File: config.mk
export PLATFORM = sky130hd
export DESIGN_NAME = tenbt_tx_supervisor
export DESIGN_NICKNAME = d
export VERILOG_FILES = /design/src/rtl/jsq_pkg.sv /design/src/rtl/jsq_tick_window.sv /design/src/rtl/jsq_sqe_fsm.sv /design/src/rtl/jsq_jabber_fsm.sv /design/src/rtl/tenbt_tx_supervisor.sv
export SDC_FILE = /design/constraint.sdc
export NUM_CORES = 1
export LEC_CHECK = 0
export CAP_MARGIN = 20
export CORE_ASPECT_RATIO = 0.8
export CORE_MARGIN = 4
export CORE_UTILIZATION = 25
export DETAILED_ROUTE_END_ITERATION = 16
export PLACE_DENSITY = 0.38
export SLEW_MARGIN = 10
export SYNTH_ARGS = -nofsm -noshare
export SYNTH_HDL_FRONTEND = slang
export SYNTH_SLANG_ARGS = --single-unit
File: constraint.sdc
create_clock -name clk -period 5.7 [get_ports clk]
set_input_delay 1.425 -clock clk [delete_from_list [all_inputs] [get_ports clk]]
set_output_delay 1.425 -clock clk [all_outputs]
set_load 0.1 [all_outputs]
File: src/rtl/jsq_pkg.sv
package jsq_pkg;
    typedef enum logic [1:0] {
        SQ_IDLE,
        SQ_XMIT,
        SQ_WAIT,
        SQ_BEAT
    } sqe_state_t;

    typedef enum logic [1:0] {
        JB_IDLE,
        JB_RUN,
        JB_LOCK,
        JB_COOL
    } jab_state_t;
endpackage

File: src/rtl/jsq_tick_window.sv
module jsq_tick_window #(
    parameter int WIDTH = 4
) (
    input  logic             clk,
    input  logic             rst_n,
    input  logic             tick,
    input  logic             clr,
    input  logic [WIDTH-1:0] limit,
    output logic             hit
);
    logic [WIDTH-1:0] cnt;

    assign hit = tick && (cnt == limit - WIDTH'(1));

    always_ff @(posedge clk or negedge rst_n) begin
        if (!rst_n)
            cnt <= '0;
        else if (clr)
            cnt <= '0;
        else if (tick)
            cnt <= hit ? '0 : cnt + WIDTH'(1);
    end


    cnt_range_chk: assert property (@(posedge clk) disable iff (!rst_n)
        cnt < limit);
endmodule

File: src/rtl/jsq_sqe_fsm.sv
module jsq_sqe_fsm
    import jsq_pkg::*;
#(
    parameter int TICKS_PER_US = 10
) (
    input  logic clk,
    input  logic rst_n,
    input  logic tick,
    input  logic tx_en,
    input  logic col_raw,
    input  logic rptr_mode,
    input  logic sqe_off,
    output logic beat
);
    localparam int CW = $clog2(TICKS_PER_US + 1);

    sqe_state_t state, nxt;
    logic       coll_seen;
    logic       hit;
    logic       clr;
    logic       suppress;

    assign suppress = coll_seen || col_raw || rptr_mode || sqe_off;

    jsq_tick_window #(.WIDTH(CW)) win_i (
        .clk  (clk),
        .rst_n(rst_n),
        .tick (tick),
        .clr  (clr),
        .limit(CW'(TICKS_PER_US)),
        .hit  (hit)
    );

    always_comb begin
        nxt = state;
        unique case (state)
            SQ_IDLE: if (tx_en) nxt = SQ_XMIT;
            SQ_XMIT: if (!tx_en) nxt = suppress ? SQ_IDLE : SQ_WAIT;
            SQ_WAIT: if (tx_en) nxt = SQ_XMIT; else if (hit) nxt = SQ_BEAT;
            SQ_BEAT: if (tx_en) nxt = SQ_XMIT; else if (hit) nxt = SQ_IDLE;
        endcase
    end

    always_ff @(posedge clk or negedge rst_n) begin
        if (!rst_n) begin
            state     <= SQ_IDLE;
            coll_seen <= 1'b0;
        end else begin
            state <= nxt;
            if (state != SQ_XMIT)
                coll_seen <= tx_en && col_raw;
            else
                coll_seen <= coll_seen || col_raw;
        end
    end

    always_comb begin
        clr  = (nxt != state);
        beat = (state == SQ_BEAT);
    end


    beat_entry_chk: assert property (@(posedge clk) disable iff (!rst_n)
        $rose(beat) |-> $past(state) == SQ_WAIT);

    coll_supp_chk: assert property (@(posedge clk) disable iff (!rst_n)
        (state == SQ_XMIT && !tx_en && coll_seen) |=> state == SQ_IDLE);

    cancel_chk: assert property (@(posedge clk) disable iff (!rst_n)
        ((state == SQ_WAIT || state == SQ_BEAT) && tx_en) |=> state == SQ_XMIT);
endmodule

File: src/rtl/jsq_jabber_fsm.sv
module jsq_jabber_fsm
    import jsq_pkg::*;
#(
    parameter int TICKS_PER_US = 10,
    parameter int JABBER_US    = 20000,
    parameter int UNJAB_US     = 500000
) (
    input  logic clk,
    input  logic rst_n,
    input  logic tick,
    input  logic tx_en,
    output logic tx_gate,
    output logic jabber
);
    localparam int JAB_TICKS = JABBER_US * TICKS_PER_US;
    localparam int UNJ_TICKS = UNJAB_US * TICKS_PER_US;
    localparam int MAX_TICKS = (JAB_TICKS > UNJ_TICKS) ? JAB_TICKS : UNJ_TICKS;
    localparam int CW        = $clog2(MAX_TICKS + 1);

    jab_state_t    state, nxt;
    logic          hit;
    logic          clr;
    logic [CW-1:0] lim;

    assign lim = (state == JB_COOL) ? CW'(UNJ_TICKS) : CW'(JAB_TICKS);

    jsq_tick_window #(.WIDTH(CW)) win_i (
        .clk  (clk),
        .rst_n(rst_n),
        .tick (tick),
        .clr  (clr),
        .limit(lim),
        .hit  (hit)
    );

    always_comb begin
        nxt = state;
        unique case (state)
            JB_IDLE: if (tx_en) nxt = JB_RUN;
            JB_RUN:  if (!tx_en) nxt = JB_IDLE; else if (hit) nxt = JB_LOCK;
            JB_LOCK: if (!tx_en) nxt = JB_COOL;
            JB_COOL: if (tx_en) nxt = JB_LOCK; else if (hit) nxt = JB_IDLE;
        endcase
    end

    always_ff @(posedge clk or negedge rst_n) begin
        if (!rst_n)
            state <= JB_IDLE;
        else
            state <= nxt;
    end

    always_comb begin
        clr     = (nxt != state);
        jabber  = (state == JB_LOCK) || (state == JB_COOL);
        tx_gate = tx_en && !jabber;
    end


    cool_retrig_chk: assert property (@(posedge clk) disable iff (!rst_n)
        (state == JB_COOL && tx_en) |=> state == JB_LOCK);

    release_chk: assert property (@(posedge clk) disable iff (!rst_n)
        $fell(jabber) |-> $past(!tx_en));
endmodule

File: src/rtl/tenbt_tx_supervisor.sv
module tenbt_tx_supervisor #(
    parameter int TICKS_PER_US = 10,
    parameter int JABBER_US    = 20000,
    parameter int UNJAB_US     = 500000
) (
    input  logic clk,
    input  logic rst_n,
    input  logic tick,
    input  logic tx_en,
    input  logic col_raw,
    input  logic rptr_mode,
    input  logic sqe_off,
    output logic col_out,
    output logic tx_gate,
    output logic jabber
);
    logic beat;

    jsq_sqe_fsm #(.TICKS_PER_US(TICKS_PER_US)) sqe_i (
        .clk      (clk),
        .rst_n    (rst_n),
        .tick     (tick),
        .tx_en    (tx_en),
        .col_raw  (col_raw),
        .rptr_mode(rptr_mode),
        .sqe_off  (sqe_off),
        .beat     (beat)
    );

    jsq_jabber_fsm #(
        .TICKS_PER_US(TICKS_PER_US),
        .JABBER_US   (JABBER_US),
        .UNJAB_US    (UNJAB_US)
    ) jab_i (
        .clk    (clk),
        .rst_n  (rst_n),
        .tick   (tick),
        .tx_en  (tx_en),
        .tx_gate(tx_gate),
        .jabber (jabber)
    );

    assign col_out = col_raw || beat;


    col_follow_chk: assert property (@(posedge clk) disable iff (!rst_n)
        col_raw |-> col_out);

    gate_off_chk: assert property (@(posedge clk) disable iff (!rst_n)
        jabber |-> !tx_gate);
endmodule

==> flow_summary_export.csv, run 1 <==
group,metric,value,unit
clock_tree,post-cts-setup-buffers,0,
setup_path,critPathRequiredTime,4.28,ns
timing,tns,0,ns
global_route,antenna_found_initial,0,
routing,wl,5042,um
floorplanning,dieArea,9436,sq um
routing,drtPass1Iterations,4,
pwr,ir_worst_vdd,0.07858,mV
routing,via_count,1639,
clock_tree,cts_hold_buf,0,
setup_path,cpMaxStageDelayCell,"clkdlybuf4s50_1",
floorplanning,die_y,87.69,um
routing,drtIter0Drc,92,
flow_run,drv_cap,0,
yosys,syn_inst,221,
place,port_buffers,9,
layout,area_delta_synth_final,11.98,%
place,place_area,2132,sq um
layout,fin_area,2222,sq um
setup_path,crit_path_start_kind,"input port",
layout,num_antenna_cells,0,
timing,finClkSkew,0.003535,ns
setup_path,slowest_delay,0.66,ns
floorplanning,rows,28,
timing,setup_viol,0,
floorplanning,die_w,107.6,um
routing,drtAntennaViolNets,0,
timing,relSlewSlack,35.67,%
setup_path,worstPathCellList,"clkdlybuf4s50_1, nor2b_1, buf_4",
yosys,ys.flop_type,"dfrtp_1",
timing,worstMarginPinSlew,0.9619,ns
hold_path,min_path_type,"reg -> reg",
setup_path,reg2reg_slack,3.52,ns
yosys,synth_nets,231,
floorplanning,initial_core_util,26.22,%
yosys,ys_ff_latch,32,
layout,drive_gt1_share,10.22,%
clock_tree,clk-insertion-delay-late,0.28,ns
pwr,powerDensity,212.6,nW/um^2
clock_tree,cts_buffers,5,
setup_path,crit_type,"in -> out",
yosys,synth_area,1984,sq um
yosys,syn-mean-instance-area,8.979,sq um
hold_path,hold_path.startpoint,"jab_i.win_i.cnt[20]$_DFFE_PN0P_",
setup_path,r2r-end,"jab_i.state[1]$_DFF_PN0_",
setup_path,cp-end-kind,"output port",
hold_path,hold_end,"jab_i.win_i.cnt[20]$_DFFE_PN0P_",
clock_tree,cts_tree,"yes",
timing,fmax,0.2505,GHz
hold_path,whs_path_depth,1,
yosys,seq_area_frac_synth,40.35,%
clock_tree,clk_pin_slew,0.07,ns
timing,period_share,70.04,%
routing,wl_per_cell,15.28,um
yosys,synth_warnings,0,
clock_tree,htreeDepth,2,
setup_path,crit_arrival,2.57,ns
setup_path,rr_worst_depth,6,
global_route,grt_max_degree,33,
pwr,p_leak,0.8403,nW
setup_path,r2r_start,"jab_i.win_i.cnt[0]$_DFFE_PN0P_",
yosys,yosys.cell_types.count,53,
timing,rsz0062_at_grt,"no",
routing,viasPerCell,4.967,
place,place.gp.congestion,0.7599,
yosys,synth_edf_count,0,
floorplanning,core-area,7567,sq um
floorplanning,ios,10,
timing,timing.final.crit_period,3.992,ns
timing,hold_violations,0,
clock_tree,clock_sinks,32,
setup_path,critPathMaxFanout,9,
clock_tree,cts_root_buf,"clkbuf_8",
yosys,ys_async_sr_fraction,100.0,%
global_route,grtUsageTotal,11.76,%
place,post-dp-hpwl,3585,um
clock_tree,cts_resized,0,
global_route,grt_pass1_vias,1646,
routing,drc,0,
timing,final-max-slew-violation-count,0,
run_status,status,"complete, no violations",
global_route,gr-total-overflow,0,
layout,final_nets,234,
clock_tree,cts_buffer_depth,2,
global_route,grt_pass1_wl,8687,um
## kinds of logic (layout without fill, tap and decap cells)
logic type | count (synthesis) | after routing | synth area share, %
AO/OA/AOI/OAI | 39 | 39 | 14.94
XOR/XNOR | 11 | 11 | 5.612
adder cells (fa/ha/maj) | 3 | 3 | 1.892
buffers and inverters | 20 | 24 | 4.728
flip-flops | 32 | 32 | 40.35
multiplexers | 3 | 3 | 1.576
AND/OR/NAND/NOR | 113 | 113 | 30.90
## critical path: cells and delay by family
family,cells,cell delay [ns]
buf+inv,2,0.96
simple gates,1,0.18
## per-stage QoR
| step | util (%) | hold slack (ns) | cells | worst slack, ns | power, W |
|---|---|---|---|---|---|
| 2_1_floorplan | - | 0.4795 | 221 | 1.311 | 0.0002749 |
| 3_3_place_gp | 28.17 | 0.5183 | 322 | 1.716 | 0.0002972 |
| 3_5_place_dp | 28.17 | 0.5207 | 322 | 1.709 | 0.0002969 |
| 4_1_cts | 29.37 | 0.5320 | 330 | 1.706 | 0.0004840 |
| 5_1_grt | 29.37 | 0.5646 | 330 | 1.661 | 0.0004989 |
| 6_report | 29.37 | 0.5326 | 330 | 1.708 | 0.0004725 |
## worst max-delay path by stage
stage           from  endpoint  slack (ns)  cells after the start
2_1_floorplan  tx_en   tx_gate        1.31                      2
3_5_place_dp   tx_en   tx_gate        1.71                      3
3_3_place_gp   tx_en   tx_gate        1.72                      3
6_report       tx_en   tx_gate        1.71                      3
5_1_grt        tx_en   tx_gate        1.66                      3
4_1_cts        tx_en   tx_gate        1.71                      3
## Yosys cell counts (2+ instances only)
cell type / n / area (sq um)
xor2_1: 7 / 61.31
a21oi_1: 6 / 30.03
o21ai_0: 9 / 45.04
inv_1: 5 / 18.77
nand2_1: 24 / 90.09
nor3_1: 5 / 25.02
a22oi_1: 3 / 22.52
a31oi_1: 2 / 12.51
o31ai_1: 6 / 45.04
o211ai_1: 2 / 15.01
nand2b_1: 2 / 12.51
and3_1: 3 / 18.77
nand4_1: 13 / 81.33
nor4_1: 4 / 25.02
nor2_1: 24 / 90.09
dfrtp_1: 32 / 800.8
and2_1: 2 / 12.51
nand3_1: 13 / 65.06
and4_1: 4 / 35.03
mux2i_1: 2 / 20.02
a41oi_2: 2 / 32.53
nor3b_1: 2 / 15.01
o311ai_1: 3 / 26.28
nor2b_1: 2 / 12.51
nor2_2: 2 / 12.51
xnor2_1: 3 / 26.28
a21o_1: 2 / 15.01
buf_2: 5 / 25.02
ha_1: 3 / 37.54
clkbuf_1: 6 / 22.52
## power breakdown
| part | switching (W) | total (W) | internal [W] |
|---|---|---|---|
| clock network | 0.0000826 | 0.000181 | 0.0000985 |
| logic | 0.0000362 | 0.0000525 | 0.0000163 |
| registers | 0.00000658 | 0.000239 | 0.000232 |
## layout by cell type, fill, tap and decap left out, types with 4 or more instances in the layout
master	count
nor3_1	5
nor4_1	4
inv_1	5
a21oi_1	6
o21ai_0	9
nand3_1	13
nor2_1	24
o31ai_1	6
and4_1	4
nand2_1	24
dfrtp_1	32
nand4_1	13
clkdlybuf4s50_1	6
xor2_1	7
clkbuf_8	6
## registers in the layout, summed over array words and instances, names as in the netlist
register	count
jab_i.state	2
jab_i.win_i.cnt	23
sqe_i.state	2
sqe_i.win_i.cnt	4
sqe_i.coll_seen	1
## per-layer routing
layer,vias up,GRT usage (%),part of all wire [%]
li1,815,-,-
met1,794,17.19,53
met2,26,17.21,41
met3,4,2.358,4.7
met4,0,4.128,0.87
met5,-,0,0
## area by class of cell
type	instances	area, sq um
Inverter	6	22.52
Tap cell	105	131.4
Timing Repair Buffer	10	87.58
Clock buffer	8	90.09
Multi-Input combinational cell	169	1090
Fill cell	833	5345
Sequential cell	32	800.8
Power figures use the tool's default switching activity.
==> run 2, diff against run 1 <==
==> constraint.sdc (replaced) <==
create_clock -name clk -period 3.69 [get_ports clk]
set_input_delay 0.9225 -clock clk [delete_from_list [all_inputs] [get_ports clk]]
set_output_delay 0.9225 -clock clk [all_outputs]
set_load 0.1 [all_outputs]
==> flow_summary_export.csv, run 2 (same netlist as run 1, synthesis figures left out) <==
group,metric,value,unit
timing,rsz0062_at_grt,"no",
layout,regMostFlops,"jab_i.win_i.cnt",
setup_path,critPathRequiredTime,2.77,ns
setup_path,crit_arrival,2.09,ns
pwr,ir_worst_vdd,0.1528,mV
layout,final_cell_mix,"dfrtp_1, nand2_1, nor2_1",
pwr,powerDensity,330.0,nW/um^2
timing,setup_viol,0,
global_route,antenna_found_initial,0,
clock_tree,cts_resized,0,
place,port_buffers,9,
place,place_area,2165,sq um
layout,fin_util,29.83,%
timing,worstMarginPinSlew,0.7870,ns
floorplanning,ios,10,
hold_path,min_path_type,"reg -> reg",
clock_tree,post-cts-setup-buffers,0,
routing,via_count,1652,
clock_tree,cts_tree,"yes",
floorplanning,rows,28,
setup_path,crit_type,"in -> out",
layout,area_delta_synth_final,13.75,%
global_route,gr-total-overflow,0,
timing,timing.final.crit_period,3.013,ns
run_status,status,"complete, no violations",
setup_path,cp_top_family,"buffers and inverters",
clock_tree,clock_sinks,32,
place,dp_slack,0.5692,ns
timing,final-max-slew-violation-count,0,
floorplanning,initial_core_util,26.22,%
setup_path,slowest_delay,0.69,ns
routing,wl,5497,um
layout,num_antenna_cells,0,
clock_tree,cts_buffer_depth,2,
clock_tree,htreeDepth,2,
clock_tree,cts_hold_buf,0,
routing,viasPerCell,4.961,
layout,final.fill_count,838,
routing,drtPass1Iterations,4,
layout,final_nets,237,
layout,mostFrequentLayoutCell,"dfrtp_1",
timing,relSlewSlack,47.54,%
place,post-dp-hpwl,3875,um
global_route,grt_pass1_vias,1587,
setup_path,cpMaxStageDelayCell,"clkdlybuf4s50_1",
global_route,grt_pass1_wl,9121,um
setup_path,reg2reg_slack,1.27,ns
layout,top_regs,"jab_i.win_i.cnt (23), sqe_i.win_i.cnt (4)",
timing,layout_setup_ws,0.6771,ns
routing,drtIter0Drc,69,
floorplanning,die_y,87.69,um
layout,drive_gt1_share,12.72,%
layout,fin_area,2257,sq um
routing,wl_per_cell,16.51,um
timing,fmax,0.3319,GHz
clock_tree,cts_root_buf,"clkbuf_8",
routing,drtAntennaViolNets,0,
layout,largest_reg_flops,23,
setup_path,worstPathCellList,"clkdlybuf4s50_1, nor2b_1, buf_12",
clock_tree,clk_pin_slew,0.07,ns
floorplanning,dieArea,9436,sq um
timing,period_share,81.65,%
global_route,grtUsageTotal,12.61,%
clock_tree,clk-insertion-delay-late,0.29,ns
timing,tns,0,ns
routing,drc,0,
pwr,power,0.0007448,W
pwr,p_leak,0.8671,nW
flow_run,drv_cap,0,
global_route,grt_max_degree,33,
setup_path,cp-end-kind,"output port",
setup_path,critPathMaxFanout,9,
clock_tree,cts_buffers,5,
floorplanning,core-area,7567,sq um
timing,hold_violations,0,
setup_path,critPathBufInv,2,
setup_path,crit_path_start_kind,"input port",
floorplanning,die_w,107.6,um
place,place.gp.congestion,0.7528,
timing,finClkSkew,0.005938,ns
==> run 2: cell count changes in the layout (fill, tap and decap cells not counted) <==
cell	delta
clkbuf_1	-2
buf_12	+1
buf_4	+3
clkinv_2	+2
clkdlybuf4s50_1	-1
==> run 2: layout make-up <==
cell class	instances	area, sq um	share of cell area [%]
multi-input cells	169	1090	48.28
flip-flops and latches	32	800.8	35.48
well taps	105	131.4	5.820
repair buffers	13	120.1	5.322
clock buffers	6	82.58	3.659
inverters	6	22.52	0.9978
clock inverters	2	10.01	0.4435
==> run 2: worst register-to-register path: cells and delay by family, from the launching register on <==
family,cells,cell delay [ns]
AO/OA/AOI/OAI,2,0.68
flip-flops,1,0.45
AND/OR/NAND/NOR,3,0.89
adder cells (fa/ha/maj),1,0.27
==> run 2: metal layers <==
| metal | vias up | part of all wire, % | track usage (%) |
|---|---|---|---|
| met1 | 794 | 55 | 19.39 |
| met3 | 9 | 3.0 | 2.432 |
| li1 | 821 | - | - |
| met2 | 28 | 41 | 17.55 |
| met5 | - | 0 | 0 |
| met4 | 0 | 1.4 | 4.014 |
==> run 2: path summary, 6_finish.rpt <==
check | cells after the start | end | start
hold reg to reg | 1 | jab_i.win_i.cnt[20]$_DFFE_PN0P_ | jab_i.win_i.cnt[20]$_DFFE_PN0P_
hold / removal | 1 | jab_i.win_i.cnt[20]$_DFFE_PN0P_ | jab_i.win_i.cnt[20]$_DFFE_PN0P_
max in group asynchronous | 1 | jab_i.win_i.cnt[17]$_DFFE_PN0P_ | rst_n
min in group asynchronous | 1 | sqe_i.win_i.cnt[3]$_DFFE_PN0P_ | rst_n
setup / recovery | 3 | tx_gate | tx_en
setup reg to reg | 6 | jab_i.win_i.cnt[9]$_DFFE_PN0P_ | jab_i.win_i.cnt[0]$_DFFE_PN0P_
==> run 2: metrics by stage <==
stage | instances | hold slack (ns)
after floorplan | 221 | 0.4795
after global placement | 325 | 0.5153
after detailed placement | 325 | 0.5248
after CTS | 333 | 0.5404
after global routing | 333 | 0.5765
final | 333 | 0.5409
==> run 2: report_power, final <==
group	switching [W]	leakage, nW	internal (W)
registers	0.0000107	0.438	0.000359
clock network	0.000141	0.0510	0.000149
logic	0.0000570	0.379	0.0000289
total	0.000208	0.867	0.000536
==> run 3, diff against run 2 <==
--- a/config.mk
+++ b/config.mk
@@ -10,7 +10,7 @@
 export CORE_MARGIN = 4
 export CORE_UTILIZATION = 25
 export DETAILED_ROUTE_END_ITERATION = 16
-export PLACE_DENSITY = 0.38
+export PLACE_DENSITY = 0.39
 export SLEW_MARGIN = 10
 export SYNTH_ARGS = -nofsm -noshare
 export SYNTH_HDL_FRONTEND = slang
==> constraint.sdc (replaced) <==
create_clock -name clk -period 2.6 [get_ports clk]
set_input_delay 0.65 -clock clk [delete_from_list [all_inputs] [get_ports clk]]
set_output_delay 0.65 -clock clk [all_outputs]
set_load 0.1 [all_outputs]
==> flow_summary_export.csv, run 3 (same netlist as run 1, synthesis figures left out) <==
group,metric,value,unit
pwr,ir_worst_vdd,0.1779,mV
global_route,grt_max_degree,33,
place,port_buffers,9,
timing,final-max-slew-violation-count,0,
layout,final_cell_mix,"dfrtp_1, nand2_1, nor2_1",
hold_path,min_path_type,"reg -> reg",
global_route,grtUsageTotal,11.78,%
setup_path,worstPathCellList,"clkdlybuf4s50_1, nor2b_2, buf_12",
setup_path,reg2reg_slack,0.55,ns
routing,drc,0,
pwr,powerDensity,457.4,nW/um^2
layout,multiInputGateArea,1092,sq um
place,dp_cells,335,
routing,wl_per_cell,15.09,um
timing,tns,0,ns
layout,top_regs,"jab_i.win_i.cnt (23), sqe_i.win_i.cnt (4)",
pwr,seqPwrFrac,48.3,%
clock_tree,cts_buffer_depth,2,
clock_tree,clock_sinks,32,
timing,fmax,0.4385,GHz
setup_path,critPathRequiredTime,1.95,ns
layout,final.fill_count,813,
global_route,gr-total-overflow,0,
floorplanning,initial_core_util,26.22,%
clock_tree,cts_tree,"yes",
timing,period_share,87.72,%
clock_tree,cts_buffers,5,
pwr,p_int,0.0008014,W
global_route,grt_pass1_wl,8618,um
layout,num_antenna_cells,0,
global_route,antenna_found_initial,0,
layout,regMostFlops,"jab_i.win_i.cnt",
setup_path,crit_arrival,1.63,ns
routing,drtPass1Iterations,4,
setup_path,cp-end-kind,"output port",
setup_path,crit_type,"in -> out",
floorplanning,rows,28,
pwr,clockPowerShare,38.6,%
setup_path,cpMaxStageDelayCell,"clkdlybuf4s50_1",
clock_tree,cts_root_buf,"clkbuf_8",
floorplanning,die_y,87.69,um
layout,fin_util,31.30,%
routing,viasPerCell,5.006,
setup_path,crit_path_start_kind,"input port",
timing,hold_violations,0,
layout,area_delta_synth_final,19.36,%
clock_tree,clk_pin_slew,0.07,ns
setup_path,critPathMaxFanout,5,
clock_tree,cts_hold_buf,0,
timing,finClkSkew,0.006938,ns
clock_tree,htreeDepth,2,
floorplanning,die_w,107.6,um
layout,final_nets,247,
routing,wl,5162,um
layout,regArea,800.8,sq um
clock_tree,clk-insertion-delay-late,0.28,ns
timing,timing.final.crit_period,2.281,ns
layout,largest_reg_flops,23,
setup_path,slowest_delay,0.57,ns
pwr,swShare,26.03,%
layout,mostFrequentLayoutCell,"dfrtp_1",
clock_tree,post-cts-setup-buffers,0,
run_status,status,"complete, no violations",
timing,worstMarginPinSlew,0.4767,ns
floorplanning,ios,10,
place,place.gp.congestion,0.7717,
pwr,switchingPower,0.0002820,W
timing,relSlewSlack,67.98,%
place,post-dp-hpwl,3788,um
clock_tree,cts_resized,0,
timing,setup_viol,0,
floorplanning,dieArea,9436,sq um
routing,drtIter0Drc,91,
routing,via_count,1712,
pwr,pwr-share-comb,13.1,%
layout,drive_gt1_share,16.03,%
pwr,p_leak,0.9243,nW
flow_run,drv_cap,0,
routing,drtAntennaViolNets,0,
global_route,grt_pass1_vias,1600,
floorplanning,core-area,7567,sq um
layout,stdcell_count,342,
timing,rsz0062_at_grt,"no",
run 3: changes by cell type in the layout (fill, tap and decap cells not counted):
cell / change
buf_12: +2
buf_2: -1
buf_4: +8
clkbuf_8: +1
clkdlybuf4s50_1: +1
clkinv_2: -2
nor2b_1: -1
nor2b_2: +1
run 3: through the flow:
step / hold WS, ns / area, sq um / power [W] / setup WS, ns
after floorplan: 0.3544 / 1987 / 0.0006029 / 0.2778
after global placement: 0.5075 / 2272 / 0.0006795 / 0.2183
after detailed placement: 0.5074 / 2272 / 0.0006760 / 0.1652
after CTS: 0.5237 / 2369 / 0.001100 / 0.3178
after global routing: 0.5780 / 2369 / 0.001137 / 0.2692
final: 0.5229 / 2369 / 0.001083 / 0.3194
run 3: layer usage:
metal | global-route usage [%] | share of wire (%) | vias up | routed length [um]
met3 | 2.653 | 5.3 | 2 | 274
li1 | - | - | 839 | -
met5 | 0 | 0 | - | 0
met4 | 2.752 | 0.56 | 0 | 29
met2 | 17.44 | 42 | 42 | 2176
met1 | 17.45 | 52 | 829 | 2681
run 3: final timing paths:
path	start	end	cells past startpoint
max	tx_en	tx_gate	3
max in group asynchronous	rst_n	jab_i.win_i.cnt[11]$_DFFE_PN0P_	2
min reg2reg	jab_i.win_i.cnt[20]$_DFFE_PN0P_	jab_i.win_i.cnt[20]$_DFFE_PN0P_	1
min in group asynchronous	rst_n	sqe_i.win_i.cnt[1]$_DFFE_PN0P_	2
max reg2reg	jab_i.win_i.cnt[0]$_DFFE_PN0P_	jab_i.state[1]$_DFF_PN0_	6
min	jab_i.win_i.cnt[20]$_DFFE_PN0P_	jab_i.win_i.cnt[20]$_DFFE_PN0P_	1
run 3: critical path, delay by kind of cell:
family	cells	cell delay (ns)
AND/OR/NAND/NOR	1	0.22
buffers and inverters	2	0.76
run 3: area by class of cell:
class,count,share of cell area [%]
Multi-Input combinational cell,169,46.12
Sequential cell,32,33.81
Timing Repair Buffer,23,9.509
Tap cell,105,5.547
Clock buffer,7,4.068
Inverter,6,0.9509
run 3: power groups by stage:
stage	combinational, W	sequential, W	clock [W]
finish	0.000142	0.000524	0.000418
global route	0.000157	0.000525	0.000454
CTS	0.000144	0.000523	0.000433
detailed placement	0.000143	0.000533	0
global placement	0.000146	0.000534	0
floorplan	0.0000739	0.000529	0
